[config.mk]
export PLATFORM = sky130hd
export DESIGN_NAME = adc_trig_seq
export DESIGN_NICKNAME = d
export VERILOG_FILES = /design/src/rtl/adc_trig_pkg.sv /design/src/rtl/adc_trig_sync.sv /design/src/rtl/adc_trig_select.sv /design/src/rtl/adc_trig_pacer.sv /design/src/rtl/adc_trig_fsm.sv /design/src/rtl/adc_trig_seq.sv
export SDC_FILE = /design/constraint.sdc
export NUM_CORES = 1
export LEC_CHECK = 0
export CAP_MARGIN = 25
export CORE_AREA = 2 2 61 63
export DETAILED_ROUTE_END_ITERATION = 10
export DIE_AREA = 0 0 63 65
export GPL_TIMING_DRIVEN = 1
export PLACE_DENSITY = 0.77
export SLEW_MARGIN = 20
export SYNTH_ARGS = -nofsm -noshare
export SYNTH_HDL_FRONTEND = slang
export SYNTH_SLANG_ARGS = --single-unit
[constraint.sdc]
create_clock -name clk -period 2.9 [get_ports clk]
set_input_delay 0.435 -clock clk [delete_from_list [all_inputs] [get_ports clk]]
set_output_delay 0.435 -clock clk [all_outputs]
set_load 0.05 [all_outputs]
[src/rtl/adc_trig_pkg.sv]
package adc_trig_pkg;

  typedef enum logic [2:0] {
    PH_IDLE = 3'd0,
    PH_PWR  = 3'd1,
    PH_ACQ  = 3'd2,
    PH_HOLD = 3'd3,
    PH_CONV = 3'd4
  } phase_t;

  localparam logic [2:0] SEL_PIN     = 3'b100;
  localparam logic [2:0] SEL_PIN_INV = 3'b101;
  localparam logic [2:0] SEL_CONT    = 3'b110;
  localparam logic [2:0] SEL_SW      = 3'b111;

  function automatic int max3(input int a, input int b, input int c);
    int m;
    m = (a > b) ? a : b;
    return (m > c) ? m : c;
  endfunction

endpackage

[src/rtl/adc_trig_sync.sv]
module adc_trig_sync #(
  parameter int STAGES = 2
) (
  input  logic clk,
  input  logic rst,
  input  logic d,
  output logic q
);
  logic [STAGES-1:0] sh;

  always_ff @(posedge clk) begin
    if (rst) sh <= '0;
    else     sh <= {sh[STAGES-2:0], d};
  end

  assign q = sh[STAGES-1];
endmodule

[src/rtl/adc_trig_select.sv]
module adc_trig_select #(
  parameter int N_TMR       = 3,
  parameter int SYNC_STAGES = 2
) (
  input  logic             clk,
  input  logic             rst,
  input  logic [2:0]       sel,
  input  logic [N_TMR-1:0] tmr,
  input  logic             pin,
  output logic             rise,
  output logic             fall,
  output logic             edge_src
);
  localparam int LAST_TMR = N_TMR - 1;

  logic [3:0] tmr_map;
  logic       pin_s;
  logic       lev;
  logic       lev_q;

  // codes above the last timer alias onto the last timer
  for (genvar i = 0; i < 4; i++) begin : g_map
    localparam int IDX = (i < N_TMR) ? i : LAST_TMR;
    assign tmr_map[i] = tmr[IDX];
  end

  adc_trig_sync #(.STAGES(SYNC_STAGES)) u_sync (
    .clk (clk),
    .rst (rst),
    .d   (pin),
    .q   (pin_s)
  );

  always_comb begin
    if (!sel[2])      lev = tmr_map[sel[1:0]];
    else if (!sel[1]) lev = pin_s ^ sel[0];
    else              lev = 1'b0;
  end

  always_ff @(posedge clk) begin
    if (rst) lev_q <= 1'b0;
    else     lev_q <= lev;
  end

  assign rise     = lev & ~lev_q;
  assign fall     = ~lev & lev_q;
  assign edge_src = ~(sel[2] & sel[1]);
endmodule

[src/rtl/adc_trig_pacer.sv]
module adc_trig_pacer #(
  parameter int PER_UNITY = 16,
  parameter int PER_GAIN  = 56
) (
  input  logic clk,
  input  logic rst,
  input  logic en_ok,
  input  logic sel_cont,
  input  logic wr,
  input  logic unity,
  output logic run,
  output logic tick
);
  localparam int PMAX = (PER_UNITY > PER_GAIN) ? PER_UNITY : PER_GAIN;
  localparam int CW   = $clog2(PMAX + 1);
  localparam logic [CW-1:0] LAST_U = CW'(PER_UNITY - 1);
  localparam logic [CW-1:0] LAST_G = CW'(PER_GAIN - 1);

  logic [CW-1:0] cnt;
  logic          run_q;
  logic          start;
  logic          keep;
  logic          wrap;

  assign start = wr & sel_cont & en_ok;
  assign keep  = sel_cont & en_ok;
  assign wrap  = cnt >= (unity ? LAST_U : LAST_G);
  assign tick  = start | (run_q & keep & wrap);
  assign run   = run_q;

  always_ff @(posedge clk) begin
    if (rst) begin
      run_q <= 1'b0;
      cnt   <= '0;
    end else if (start) begin
      run_q <= 1'b1;
      cnt   <= '0;
    end else if (!keep) begin
      run_q <= 1'b0;
      cnt   <= '0;
    end else if (run_q) begin
      cnt   <= wrap ? '0 : cnt + 1'b1;
    end
  end
endmodule

[src/rtl/adc_trig_fsm.sv]
module adc_trig_fsm
  import adc_trig_pkg::*;
#(
  parameter int T_PWRUP = 4,
  parameter int T_ACQ   = 3,
  parameter int T_CONV  = 5
) (
  input  logic clk,
  input  logic rst,
  input  logic en,
  input  logic go_full,
  input  logic go_split,
  input  logic fall,
  input  logic keep_warm,
  output logic pwr_up,
  output logic acquire,
  output logic convert,
  output logic busy,
  output logic done
);
  localparam int TMAX = max3(T_PWRUP, T_ACQ, T_CONV);
  localparam int CW   = $clog2(TMAX + 1);
  localparam logic [CW-1:0] LD_PWR  = CW'(T_PWRUP - 1);
  localparam logic [CW-1:0] LD_ACQ  = CW'(T_ACQ - 1);
  localparam logic [CW-1:0] LD_CONV = CW'(T_CONV - 1);

  phase_t        ph_q, ph_d;
  logic [CW-1:0] cnt_q, cnt_d;
  logic          warm_q, warm_d;
  logic          split_q, split_d;
  logic          fp_q, fp_d;
  logic          done_d;
  logic          hot;

  always_comb begin
    ph_d    = ph_q;
    cnt_d   = cnt_q;
    warm_d  = warm_q;
    split_d = split_q;
    fp_d    = fp_q;
    done_d  = 1'b0;
    hot     = warm_q & keep_warm;
    if (!en) begin
      ph_d    = PH_IDLE;
      warm_d  = 1'b0;
      fp_d    = 1'b0;
      split_d = 1'b0;
    end else begin
      unique case (ph_q)
        PH_IDLE: begin
          warm_d = hot;
          if (go_full) begin
            split_d = 1'b0;
            if (hot) begin
              ph_d  = PH_ACQ;
              cnt_d = LD_ACQ;
            end else begin
              ph_d  = PH_PWR;
              cnt_d = LD_PWR;
            end
          end else if (go_split) begin
            split_d = 1'b1;
            fp_d    = 1'b0;
            if (hot) begin
              ph_d = PH_HOLD;
            end else begin
              ph_d  = PH_PWR;
              cnt_d = LD_PWR;
            end
          end
        end
        PH_PWR: begin
          if (cnt_q == '0) begin
            warm_d = 1'b1;
            if (split_q) begin
              if (fp_q | fall) begin
                ph_d  = PH_CONV;
                cnt_d = LD_CONV;
              end else begin
                ph_d = PH_HOLD;
              end
            end else begin
              ph_d  = PH_ACQ;
              cnt_d = LD_ACQ;
            end
          end else begin
            if (split_q & fall) fp_d = 1'b1;
            cnt_d = cnt_q - 1'b1;
          end
        end
        PH_ACQ: begin
          if (cnt_q == '0) begin
            ph_d  = PH_CONV;
            cnt_d = LD_CONV;
          end else begin
            cnt_d = cnt_q - 1'b1;
          end
        end
        PH_HOLD: begin
          if (fall) begin
            ph_d  = PH_CONV;
            cnt_d = LD_CONV;
          end
        end
        PH_CONV: begin
          if (cnt_q == '0) begin
            ph_d   = PH_IDLE;
            done_d = 1'b1;
            warm_d = keep_warm;
            fp_d   = 1'b0;
          end else begin
            cnt_d = cnt_q - 1'b1;
          end
        end
        default: ph_d = PH_IDLE;
      endcase
    end
  end

  always_ff @(posedge clk) begin
    if (rst) begin
      ph_q    <= PH_IDLE;
      cnt_q   <= '0;
      warm_q  <= 1'b0;
      split_q <= 1'b0;
      fp_q    <= 1'b0;
      pwr_up  <= 1'b0;
      acquire <= 1'b0;
      convert <= 1'b0;
      busy    <= 1'b0;
      done    <= 1'b0;
    end else begin
      ph_q    <= ph_d;
      cnt_q   <= cnt_d;
      warm_q  <= warm_d;
      split_q <= split_d;
      fp_q    <= fp_d;
      pwr_up  <= (ph_d == PH_PWR);
      acquire <= (ph_d == PH_ACQ) || (ph_d == PH_HOLD);
      convert <= (ph_d == PH_CONV);
      busy    <= (ph_d != PH_IDLE);
      done    <= done_d;
    end
  end
endmodule

[src/rtl/adc_trig_seq.sv]
module adc_trig_seq
  import adc_trig_pkg::*;
#(
  parameter int GAIN_W      = 3,
  parameter int N_TMR       = 3,
  parameter int SYNC_STAGES = 2,
  parameter int T_PWRUP     = 4,
  parameter int T_ACQ       = 3,
  parameter int T_CONV      = 5,
  parameter int PER_UNITY   = 16,
  parameter int PER_GAIN    = 56
) (
  input  logic              clk,
  input  logic              rst,
  input  logic              adc_en,
  input  logic [GAIN_W-1:0] gain_code,
  input  logic              mode_dual,
  input  logic [2:0]        src_sel,
  input  logic              src_wr,
  input  logic [N_TMR-1:0]  tmr_out,
  input  logic              cnv_pin,
  input  logic              sw_start,
  output logic              pwr_up,
  output logic              acquire,
  output logic              convert,
  output logic              busy,
  output logic              done,
  output logic              cfg_err
);
  logic unity;
  logic bad_cfg;
  logic en_ok;
  logic rise, fall, edge_src;
  logic run, tick;
  logic go_edge, go_full, go_split;

  assign unity   = (gain_code == '0);
  assign bad_cfg = adc_en & mode_dual & unity;
  assign en_ok   = adc_en & ~bad_cfg;

  adc_trig_select #(.N_TMR(N_TMR), .SYNC_STAGES(SYNC_STAGES)) u_sel (
    .clk      (clk),
    .rst      (rst),
    .sel      (src_sel),
    .tmr      (tmr_out),
    .pin      (cnv_pin),
    .rise     (rise),
    .fall     (fall),
    .edge_src (edge_src)
  );

  adc_trig_pacer #(.PER_UNITY(PER_UNITY), .PER_GAIN(PER_GAIN)) u_pace (
    .clk      (clk),
    .rst      (rst),
    .en_ok    (en_ok),
    .sel_cont (src_sel == SEL_CONT),
    .wr       (src_wr),
    .unity    (unity),
    .run      (run),
    .tick     (tick)
  );

  assign go_edge  = rise & edge_src & en_ok;
  assign go_full  = (go_edge & ~mode_dual) | tick |
                    (sw_start & (src_sel == SEL_SW) & en_ok);
  assign go_split = go_edge & mode_dual;

  adc_trig_fsm #(.T_PWRUP(T_PWRUP), .T_ACQ(T_ACQ), .T_CONV(T_CONV)) u_fsm (
    .clk       (clk),
    .rst       (rst),
    .en        (adc_en),
    .go_full   (go_full),
    .go_split  (go_split),
    .fall      (fall & edge_src),
    .keep_warm (run),
    .pwr_up    (pwr_up),
    .acquire   (acquire),
    .convert   (convert),
    .busy      (busy),
    .done      (done)
  );

  always_ff @(posedge clk) begin
    if (rst) cfg_err <= 1'b0;
    else     cfg_err <= bad_cfg;
  end
endmodule

==> results by group, run 1 <==
Clock network
  – # Post-CTS Setup Buffers: 0
  – Root Buffer Master: clkbuf_4
  – Total CTS buffers: 3
  – H-tree levels: 1
  – CTS max path bufs: 2
  – CTS tree: built
  – CTS clk-pin slew, worst paths: approximately 0.15 ns
  – CTS Sinks: 25
  – Worst-Skew Late Latency: ~0.34 ns
  – Hold_buf cts: 0

STA
  – Worst slew pin tran: approximately 0.66 ns
  – RSZ-0062 raised after global routing: no
  – Worst-case hold slack: roughly 0.46 ns
  – Final hold viol count: 0
  – Slew headroom: a little under three fifths
  – Tmin final: around 2.7 ns
  – Fmax: 376 MHz
  – Tcrit/Tclk final: between 90% and 100%
  – Clock skew: 0.0147 ns
  – Sum Neg Setup Slack: 0 ns
  – Final setup vio count: 0
  – Max Transition Viols Final: 0

Setup path
  – CP max FO: 3
  – Startpoint types: primary input
  – Worst-path cell chain: clkdlybuf4s50_1, or3_4, ha_1, a311oi_2, o41ai_2, a32oi_2, nand2_2, a211oi_2, or3b_1
  – Worst Setup End Kind: register
  – CP max-delay cell: clkdlybuf4s50_1
  – Crit-path max cell delay: ~0.41 ns
  – Critical path type: in2reg
  – Worst path arrival time: 2.89 ns
  – Required time worst endpoint: 3.13 ns

Cells and area
  – Count of inserted antenna diode cells: 0
  – Area Overhead vs Synth: 19.8%
  – Share of cells above drive strength 1: between 10% and 20%
  – Final Util: around 56%
  – # nets final: between 200 and 300

Global routing
  – Gr usage total: roughly a fifth
  – First-pass GRT wire length: 6520 um
  – Grt ovf: 0
  – Antenna violations before repair: 0
  – Largest net degree at the start of global routing: 23
  – Vias in the first global route: 1,519

Die
  – Die ar.: between 0.004 and 0.005 mm^2
  – I/O pin count: 22
  – Initial core utilization: a little under half
  – Chip height: 65 um
  – Core area: 0.00350 mm^2
  – Die Wd: ~63 um
  – # rows: 22

Synthesis
  – Synth cell types: 49
  – Synth top area share: a little under a third
  – Sequential share of the synthesized area: a little under a third
  – Async set-reset flop share out of synthesis: 0%
  – Gate Count Post-Synth: about 210
  – Synth top area cells: dfxtp_1 31%, nor2_1 6.0%, nand2_1 4.6%
  – Syn_area_per_cell: about 7.8 um^2
  – Yosys reg bits: 25
  – Syn Std Cell Area: 0.00164 mm^2
  – Synthesis Warnings: 0
  – Top cells by count, synth: 26 x nor2_1, 25 x dfxtp_1, 20 x nand2_1
  – EDFF count, synth: 0
  – Yosys top cell by area: dfxtp_1
  – Syn nets: roughly 230
  – Most common cell in the netlist: nor2_1
  – Synth Flop Type: dfxtp_1

Detailed routing
  – Avg WL per Cell: ~13 um
  – First DRT Iteration DRCs: 47
  – Antenna viol nets, final: 0
  – Vias: 1,559
  – Drt pass-1 iters: 4
  – Residual DRC: 0
  – Routed WL: about 3500 um
  – DR vias/cell: approximately 5.6

Min path
  – Worst hold path class: reg2reg

Pwr
  – Maximum vdd drop: approximately 210 uV
  – Pleak: between 0.0007 and 0.0008 uW
  – Power per cell area: ~350 mW/mm^2

Job
  – Max-cap violations: 0

Place
  – Placer Congestion: slightly above 0.9
  – Detail Placement HPWL: 2760 um
  – Port Buf Inserts: 21

Status
  – Outcome: finished clean
## report_power, final
part	switching, uW	leakage [uW]	total [uW]	internal (uW)
combinational	87.7	0.000525	162	74.6
clock	115	0.0000139	168	52.9
sequential	9.27	0.000203	362	353
total	212	0.000741	692	480
## cells by family after synthesis
kind of cell / synth area share (%)
simple gates: 32.2
fa+ha+maj: 3.06
xor+xnor: 2.68
compound gates: 25.0
buf+inv: 4.66
mux: 1.83
flops: 30.6
## path summary, 6_finish.rpt
kind                                          from                 end  slack [ns]  depth (start not counted)
worst min-delay path            u_sel.u_sync.sh[0]  u_sel.u_sync.sh[1]        0.46                          1
worst min register to register  u_sel.u_sync.sh[0]  u_sel.u_sync.sh[1]        0.46                          1
worst max-delay path                  gain_code[1]          u_fsm.busy        0.24                          9
worst max register to register      u_fsm.cnt_q[0]          u_fsm.busy        0.71                          8
## layout by cell type, fill, tap and decap left out, drive strengths merged, types with 2 or more instances in the layout
master and count:
o211a 2, nor3 3, a21boi 3, clkbuf 3
a32oi 2, ha 4, nor4b 2, or3 4
buf 9, o22ai 4, clkdlybuf4s50 21, o21bai 2
and2 4, o21ai 7, xor2 3, nor3b 2
a31oi 6, nand4 5, nor2b 9, nand2b 6
a211oi 5, xnor2 2, nand2 21, a311oi 4
dfxtp 25, a21oi 11, a21o 3, nand4b 2
inv 7, mux2i 3, nor2 26, nand3 9
## routing by layer
metal	up-vias	routed length (um)	track usage, %
li1	806	-	-
met1	709	1690	25.0
met2	37	1670	33.4
met3	7	117	2.26
met4	0	74	8.06
met5	-	0	0
## metrics by stage
step	power [uW]	worst slack, ns	instance area, um^2	std cells
floorplan	472	0.349	1640	209
global placement	529	-0.154	1920	276
detailed placement	531	-0.221	1920	276
CTS	691	0.143	1950	280
global route	729	0.108	1960	280
finish	692	0.242	1960	280
## worst max-delay path, delay by kind of cell
family	cells	cell delay (ns)
buf+inv	1	0.41
compound gates	4	0.88
fa+ha+maj	1	0.31
simple gates	3	0.84
## sequential cells by signal, indices dropped and copies added, names as in the netlist, 2 cells and up
signal and flops:
u_fsm.cnt_q 3, u_sel.u_sync.sh 2, u_fsm.ph_q 3, u_pace.cnt 6
## repair_timing
item | in CTS | in global routing
setup endpoints to repair | 0 | 1
gates resized for setup | 0 | 1
endpoints found under the hold margin | 0 | 0
## area by class of cell
type | instances | area, um^2
sequential | 25 | 500
multi-input combinational | 166 | 1070
inverter | 7 | 26.3
tap | 48 | 60.1
timing repair buffer | 30 | 278
clock inverter | 1 | 7.51
clock buffer | 3 | 22.5
fill | 360 | 1540
(Power assumes the default switching activity.)
==> run 2, diff against run 1 <==
--- a/config.mk
+++ b/config.mk
@@ -6,12 +6,11 @@
 export NUM_CORES = 1
 export LEC_CHECK = 0
 export CAP_MARGIN = 25
-export CORE_AREA = 2 2 61 63
+export CORE_AREA = 3 3 60 62
 export DETAILED_ROUTE_END_ITERATION = 10
 export DIE_AREA = 0 0 63 65
 export GPL_TIMING_DRIVEN = 1
-export PLACE_DENSITY = 0.77
-export SLEW_MARGIN = 20
+export PLACE_DENSITY = 0.81
 export SYNTH_ARGS = -nofsm -noshare
 export SYNTH_HDL_FRONTEND = slang
 export SYNTH_SLANG_ARGS = --single-unit
==> run 2 against run 1 <==
  * Worst setup slack worse by 0.055 ns
  * Clock skew down 0.012 ns
  * Sequential share of layout area down 0.065 points
  * Clock-buffer cell count unchanged
  * Critical path depth unchanged
  * First-iteration DRC count up 74%
  * Flip-flop and latch count unchanged
  * Die area unchanged
  * Worst hold slack about the same
  * Routed wire length up 0.48%
  * Cell count down 0.71%
  * Largest cell class unchanged
==> results by group, run 2 (synthesis gave the netlist of run 1 again) <==
Status
  – Outcome: finished clean (unchanged)

Clock network
  – Root Buffer Master: clkbuf_4 (unchanged)
  – Total CTS buffers: 3 (unchanged)
  – Worst-Skew Late Latency: 0.33 ns (was 0.34 ns)
  – H-tree levels: 1 (unchanged)
  – Post-CTS Resized: 0 (unchanged)
  – CTS tree: built (unchanged)
  – CTS max path bufs: 2 (unchanged)
  – Hold_buf cts: 0 (unchanged)
  – CTS Sinks: 25 (unchanged)
  – # Post-CTS Setup Buffers: 0 (unchanged)
  – CTS clk-pin slew, worst paths: 0.15 ns (about the same)

Setup path
  – Crit-path max cell delay: 0.42 ns (was 0.41 ns)
  – FF-to-FF setup slack: 0.69 ns (was 0.71 ns)
  – Worst path arrival time: 2.95 ns (was 2.89 ns)
  – Startpoint types: primary input (unchanged)
  – Worst Setup End Kind: register (unchanged)
  – Crit path launch: gain_code[1] (unchanged)
  – Reg-to-Reg Start: u_pace.cnt[3] (was u_fsm.cnt_q[0])
  – CP max FO: 3 (unchanged)
  – Critical path type: in2reg (unchanged)
  – Worst-path cell chain: clkdlybuf4s50_1, or3_4, ha_1, a311oi_1, o41ai_2, a32oi_2, nand2_2, a211oi_2, or3b_1 (was clkdlybuf4s50_1, or3_4, ha_1, a311oi_2, o41ai_2, a32oi_2, nand2_2, a211oi_2, or3b_1)
  – Required time worst endpoint: 3.13 ns (about the same)
  – CP max-delay cell: clkdlybuf4s50_1 (unchanged)

Die
  – Chip height: 65 um (unchanged)
  – Die Wd: 63 um (unchanged)
  – Initial core utilization: 53.2% (was 46.8%)
  – I/O pin count: 22 (unchanged)
  – Core area: 0.00308 mm^2 (was 0.00350 mm^2)
  – Die ar.: 0.00410 mm^2 (unchanged)
  – # rows: 20 (was 22)

Detailed routing
  – Vias: 1,569 (was 1,559)
  – Antenna viol nets, final: 0 (unchanged)
  – First DRT Iteration DRCs: 82 (was 47)
  – Avg WL per Cell: 12.8 um (was 12.7 um)
  – Drt pass-1 iters: 4 (unchanged)
  – Routed WL: 3560 um (was 3550 um)
  – DR vias/cell: 5.64 (was 5.57)
  – Residual DRC: 0 (unchanged)

Min path
  – Worst hold path class: reg2reg (unchanged)
  – HP Start: u_sel.u_sync.sh[0] (unchanged)

STA
  – Sum Neg Setup Slack: 0 ns (unchanged)
  – Final setup vio count: 0 (unchanged)
  – Worst-case hold slack: 0.460 ns (was 0.461 ns)
  – Fmax: 369 MHz (was 376 MHz)
  – Tcrit/Tclk final: 93.6% (was 91.7%)
  – Slew headroom: 53.9% (was 55.6%)
  – Max Transition Viols Final: 0 (unchanged)
  – Worst slew pin tran: 0.690 ns (was 0.664 ns)
  – Final hold viol count: 0 (unchanged)
  – Tmin final: 2.71 ns (was 2.66 ns)
  – Clock skew: 0.00271 ns (was 0.0147 ns)
  – RSZ-0062 raised after global routing: no (unchanged)

Pwr
  – Clock Power Share: 24.5% (was 24.2%)
  – Power per cell area: 354 mW/mm^2 (was 353 mW/mm^2)
  – Pleak: 0.000754 uW (was 0.000741 uW)
  – Comb pwr share: 23.5% (about the same)
  – Register share of total power: 52.1% (was 52.3%)
  – Switching fraction of total power: 30.2% (was 30.6%)
  – Internal: 486 uW (was 480 uW)
  – Sw power: 210 uW (was 212 uW)
  – Total Power: 696 uW (was 692 uW)
  – Maximum vdd drop: 292 uV (was 211 uV)

Cells and area
  – Most common cell after layout, fill and taps aside: nor2_1 (unchanged)
  – Share of cells above drive strength 1: 10.7% (was 10.3%)
  – Max FFs per register: 6 (unchanged)
  – Largest registers: u_pace.cnt x6, u_fsm.cnt_q x3, u_fsm.ph_q x3 (unchanged)
  – Fill cells: 280 (was 360)
  – Count of inserted antenna diode cells: 0 (unchanged)
  – # nets final: 255 (was 253)
  – Area Overhead vs Synth: 20.1% (was 19.8%)
  – Most frequent cells in the layout: 26 x nor2_1, 25 x dfxtp_1, 21 x clkdlybuf4s50_1 (unchanged)
  – Final instance area: 0.00197 mm^2 (was 0.00196 mm^2)
  – Most flops, register: u_pace.cnt (unchanged)
  – Final Util: 63.9% (was 56.1%)

Place
  – Placer Congestion: 0.888 (was 0.906)
  – Port Buf Inserts: 21 (unchanged)
  – DP Area: 0.00193 mm^2 (was 0.00192 mm^2)
  – Detail Placement HPWL: 2850 um (was 2760 um)

Global routing
  – Global Route met2 Usage: 32.7% (was 33.4%)
  – Largest net degree at the start of global routing: 23 (unchanged)
  – First-pass GRT wire length: 6190 um (was 6520 um)
  – Antenna violations before repair: 0 (unchanged)
  – Grt met1 use: 22.7% (was 25.0%)
  – Vias in the first global route: 1,431 (was 1,519)
  – Grt ovf: 0 (unchanged)
  – Gr busiest metal: met2 (unchanged)
  – Gr usage total: 18.2% (was 19.5%)
  – Met3 GRT Util: 2.08% (was 2.26%)

Job
  – Max-cap violations: 0 (unchanged)
## run 2: final timing paths
kind | end | depth (start not counted)
worst min-delay path | u_sel.u_sync.sh[1] | 1
worst max register to register | u_fsm.busy | 7
worst max-delay path | u_fsm.busy | 9
worst min register to register | u_sel.u_sync.sh[1] | 1
## run 2: through the flow
stage	setup WS, ns	cells
floorplan	0.349	209
detailed placement	-0.188	274
finish	0.187	278
global route	0.0219	278
CTS	0.177	278
global placement	-0.118	274
## run 2: layer usage
metal	wire length, um	vias up
met5	0	-
met4	43	0
met3	154	6
met2	1700	39
met1	1660	714
li1	-	810
## run 2: layout make-up
class	count	area, um^2	area share, %
Clock buffer	3	22.5	1.15
Clock inverter	1	8.76	0.446
Inverter	7	26.3	1.34
Multi-Input combinational cell	166	1060	53.9
Sequential cell	25	500	25.5
Tap cell	44	55.1	2.80
Timing Repair Buffer	32	293	14.9
## run 2: power by group through the flow
stage	Sequential, uW	Clock, uW	Combinational (uW)
finish	362	170	163
global route	364	186	181
CTS	362	173	164
detailed placement	370	0	163
global placement	369	0	162
floorplan	372	0	100
## run 2: worst max-delay path, delay by kind of cell
family / cells / cell delay, ns
AO/OA/AOI/OAI: 4 / 0.95
AND/OR/NAND/NOR: 3 / 0.84
buffers and inverters: 1 / 0.42
adder cells (fa/ha/maj): 1 / 0.30
==> run 3, diff against run 2 <==
==> constraint.sdc (replaced) <==
create_clock -name clk -period 2.54 [get_ports clk]
set_input_delay 0.381 -clock clk [delete_from_list [all_inputs] [get_ports clk]]
set_output_delay 0.381 -clock clk [all_outputs]
set_load 0.05 [all_outputs]
==> run 3 against run 2 <==
  * Global-route usage increased by 0.88 points
  * Routed wire length increased by 9.1%
  * Core utilization increased by 3.4 points
  * First-iteration DRC count increased by 70%
  * Non-clock buffer count increased by 9
  * Clock power increased by 21%
  * Sequential share of layout area decreased by 1.3 points
  * Register-to-register slack got worse by 0.25 ns
  * Via count increased by 6.5%
  * Total power increased by 17%
  * Worst hold slack got worse by 0.0019 ns
  * Final area increased by 5.3%
  * Largest cell class unchanged
==> results by group, run 3 (synthesis gave the netlist of run 1 again) <==
Clock network
  – CTS max path bufs: 2 (unchanged)
  – Worst-Skew Late Latency: 0.35 ns (was 0.33 ns)
  – H-tree levels: 1 (unchanged)
  – CTS Sinks: 25 (unchanged)
  – Total CTS buffers: 3 (unchanged)
  – CTS tree: built (unchanged)
  – CTS clk-pin slew, worst paths: 0.16 ns (was 0.15 ns)
  – Root Buffer Master: clkbuf_4 (unchanged)
  – Hold_buf cts: 0 (unchanged)

Global routing
  – Grt ovf: 0 (unchanged)
  – Antenna violations before repair: 0 (unchanged)
  – Vias in the first global route: 1,495 (was 1,431)
  – Largest net degree at the start of global routing: 23 (unchanged)
  – First-pass GRT wire length: 6420 um (was 6190 um)
  – Gr usage total: 19.1% (was 18.2%)

Min path
  – Worst hold path class: reg2reg (unchanged)

Place
  – Placer Congestion: 0.903 (was 0.888)
  – Port Buf Inserts: 21 (unchanged)
  – Detail Placement HPWL: 2870 um (was 2850 um)

Pwr
  – Switching fraction of total power: 31.3% (was 30.2%)
  – Comb pwr share: 24.4% (was 23.5%)
  – Pleak: 0.000829 uW (was 0.000754 uW)
  – Register share of total power: 50.4% (was 52.1%)
  – Power per cell area: 394 mW/mm^2 (was 354 mW/mm^2)
  – Internal: 561 uW (was 486 uW)
  – Sw power: 256 uW (was 210 uW)
  – Maximum vdd drop: 308 uV (was 292 uV)
  – Clock Power Share: 25.1% (was 24.5%)

Cells and area
  – Share of cells above drive strength 1: 14.8% (was 10.7%)
  – Most frequent cells in the layout: 26 x nor2_1, 25 x dfxtp_1, 20 x nand2_1, 20 x buf_4, 18 x clkdlybuf4s50_1 (was 26 x nor2_1, 25 x dfxtp_1, 21 x clkdlybuf4s50_1)
  – Final Util: 67.3% (was 63.9%)
  – Max FFs per register: 6 (unchanged)
  – Count of inserted antenna diode cells: 0 (unchanged)
  – # nets final: 264 (was 255)
  – Area Overhead vs Synth: 26.5% (was 20.1%)
  – Most common cell after layout, fill and taps aside: nor2_1 (unchanged)
  – Largest registers: u_pace.cnt x6, u_fsm.cnt_q x3, u_fsm.ph_q x3 (unchanged)
  – Most flops, register: u_pace.cnt (unchanged)

Setup path
  – Startpoint types: primary input (unchanged)
  – Worst-path cell chain: dlymetal6s2s_1, or3_4, ha_4, a311oi_4, o41ai_2, a32oi_2, o21a_2, buf_4, o311ai_1, a31oi_1 (was clkdlybuf4s50_1, or3_4, ha_1, a311oi_1, o41ai_2, a32oi_2, nand2_2, a211oi_2, or3b_1)
  – CP max-delay cell: or3_4 (was clkdlybuf4s50_1)
  – CP max FO: 3 (unchanged)
  – Critical path type: in2reg (unchanged)
  – Required time worst endpoint: 2.77 ns (was 3.13 ns)
  – Crit-path max cell delay: 0.40 ns (was 0.42 ns)
  – Worst Setup End Kind: register (unchanged)
  – Worst path arrival time: 2.47 ns (was 2.95 ns)

STA
  – Clock skew: 0.0193 ns (was 0.00271 ns)
  – Tmin final: approximately 2.2 ns
  – RSZ-0062 raised after global routing: no (unchanged)
  – Worst-case hold slack: 0.458 ns (was 0.460 ns)
  – Final setup vio count: 0 (unchanged)
  – Slew headroom: 53.6% (was 53.9%)
  – Tcrit/Tclk final: 88.1%
  – Fmax: 447 MHz
  – Final hold viol count: 0 (unchanged)
  – Worst slew pin tran: 0.695 ns (was 0.690 ns)
  – Max Transition Viols Final: 0 (unchanged)

Detailed routing
  – DR vias/cell: 5.82 (was 5.64)
  – Vias: 1,671 (was 1,569)
  – Drt pass-1 iters: 7 (was 4)
  – First DRT Iteration DRCs: 139 (was 82)
  – Avg WL per Cell: 13.5 um (was 12.8 um)
  – Residual DRC: 0 (unchanged)
  – Antenna viol nets, final: 0 (unchanged)
  – Routed WL: 3890 um (was 3560 um)

Status
  – Outcome: finished clean (unchanged)

Die
  – # rows: 20 (unchanged)
  – I/O pin count: 22 (unchanged)
  – Chip height: 65 um (unchanged)
  – Die ar.: 0.00410 mm^2 (unchanged)
  – Die Wd: 63 um (unchanged)
  – Initial core utilization: 53.2% (unchanged)
  – Core area: 0.00308 mm^2 (unchanged)

Job
  – Max-cap violations: 0 (unchanged)
run 3: cell count changes in the layout (fill, tap and decap cells not counted), sizes merged:
cell	change
dlymetal6s2s	+3
buf	+9
clkdlybuf4s50	-3
run 3: final cells by class:
| type | instances | area, um^2 |
|---|---|---|
| Multi-Input combinational cell | 166 | 1090 |
| Clock buffer | 3 | 22.5 |
| Tap cell | 44 | 55.1 |
| Timing Repair Buffer | 41 | 368 |
| Fill cell | 273 | 1010 |
| Sequential cell | 25 | 500 |
| Clock inverter | 1 | 8.76 |
| Inverter | 7 | 26.3 |
run 3: per-layer routing:
metal  track usage, %  wire, um
met4             6.06        83
met2             33.3      1830
met3             2.08       220
met1             24.6      1760
met5                0         0
run 3: final timing paths:
kind	to	start	depth (start not counted)	slack (ns)
hold / removal	u_sel.u_sync.sh[1]	u_sel.u_sync.sh[0]	1	0.46
setup reg to reg	u_fsm.busy	u_fsm.cnt_q[0]	8	0.44
setup / recovery	u_fsm.pwr_up	gain_code[0]	10	0.30
hold reg to reg	u_sel.u_sync.sh[1]	u_sel.u_sync.sh[0]	1	0.46
run 3: through the flow:
stage	std cells	area [um^2]	setup WS, ns	TNS [ns]	power [uW]
after floorplan	209	1640	0.0433	0	539
after global placement	282	1990	-0.430	-2.47	614
after detailed placement	282	1990	-0.467	-3.04	616
after CTS	286	2040	0.00713	0	814
after global routing	287	2070	0.151	0	844
final	287	2070	0.302	0	816
run 3: power groups by stage:
stage | sequential [uW] | combinational, uW | clock (uW)
floorplan | 424 | 115 | 0
global placement | 420 | 194 | 0
detailed placement | 420 | 196 | 0
CTS | 412 | 197 | 205
global route | 413 | 219 | 212
finish | 412 | 199 | 205
run 3: critical path: cells and delay by family:
family / cells / cell delay, ns
compound gates: 6 / 1.13
fa+ha+maj: 1 / 0.29
buf+inv: 2 / 0.27
simple gates: 1 / 0.40
run 3: what timing repair did:
item	CTS	global route
hold endpoints to repair	0	0
resized for setup	2	4
setup buffers	0	1
pin swaps	3	7
endpoints found under the setup margin	3	3
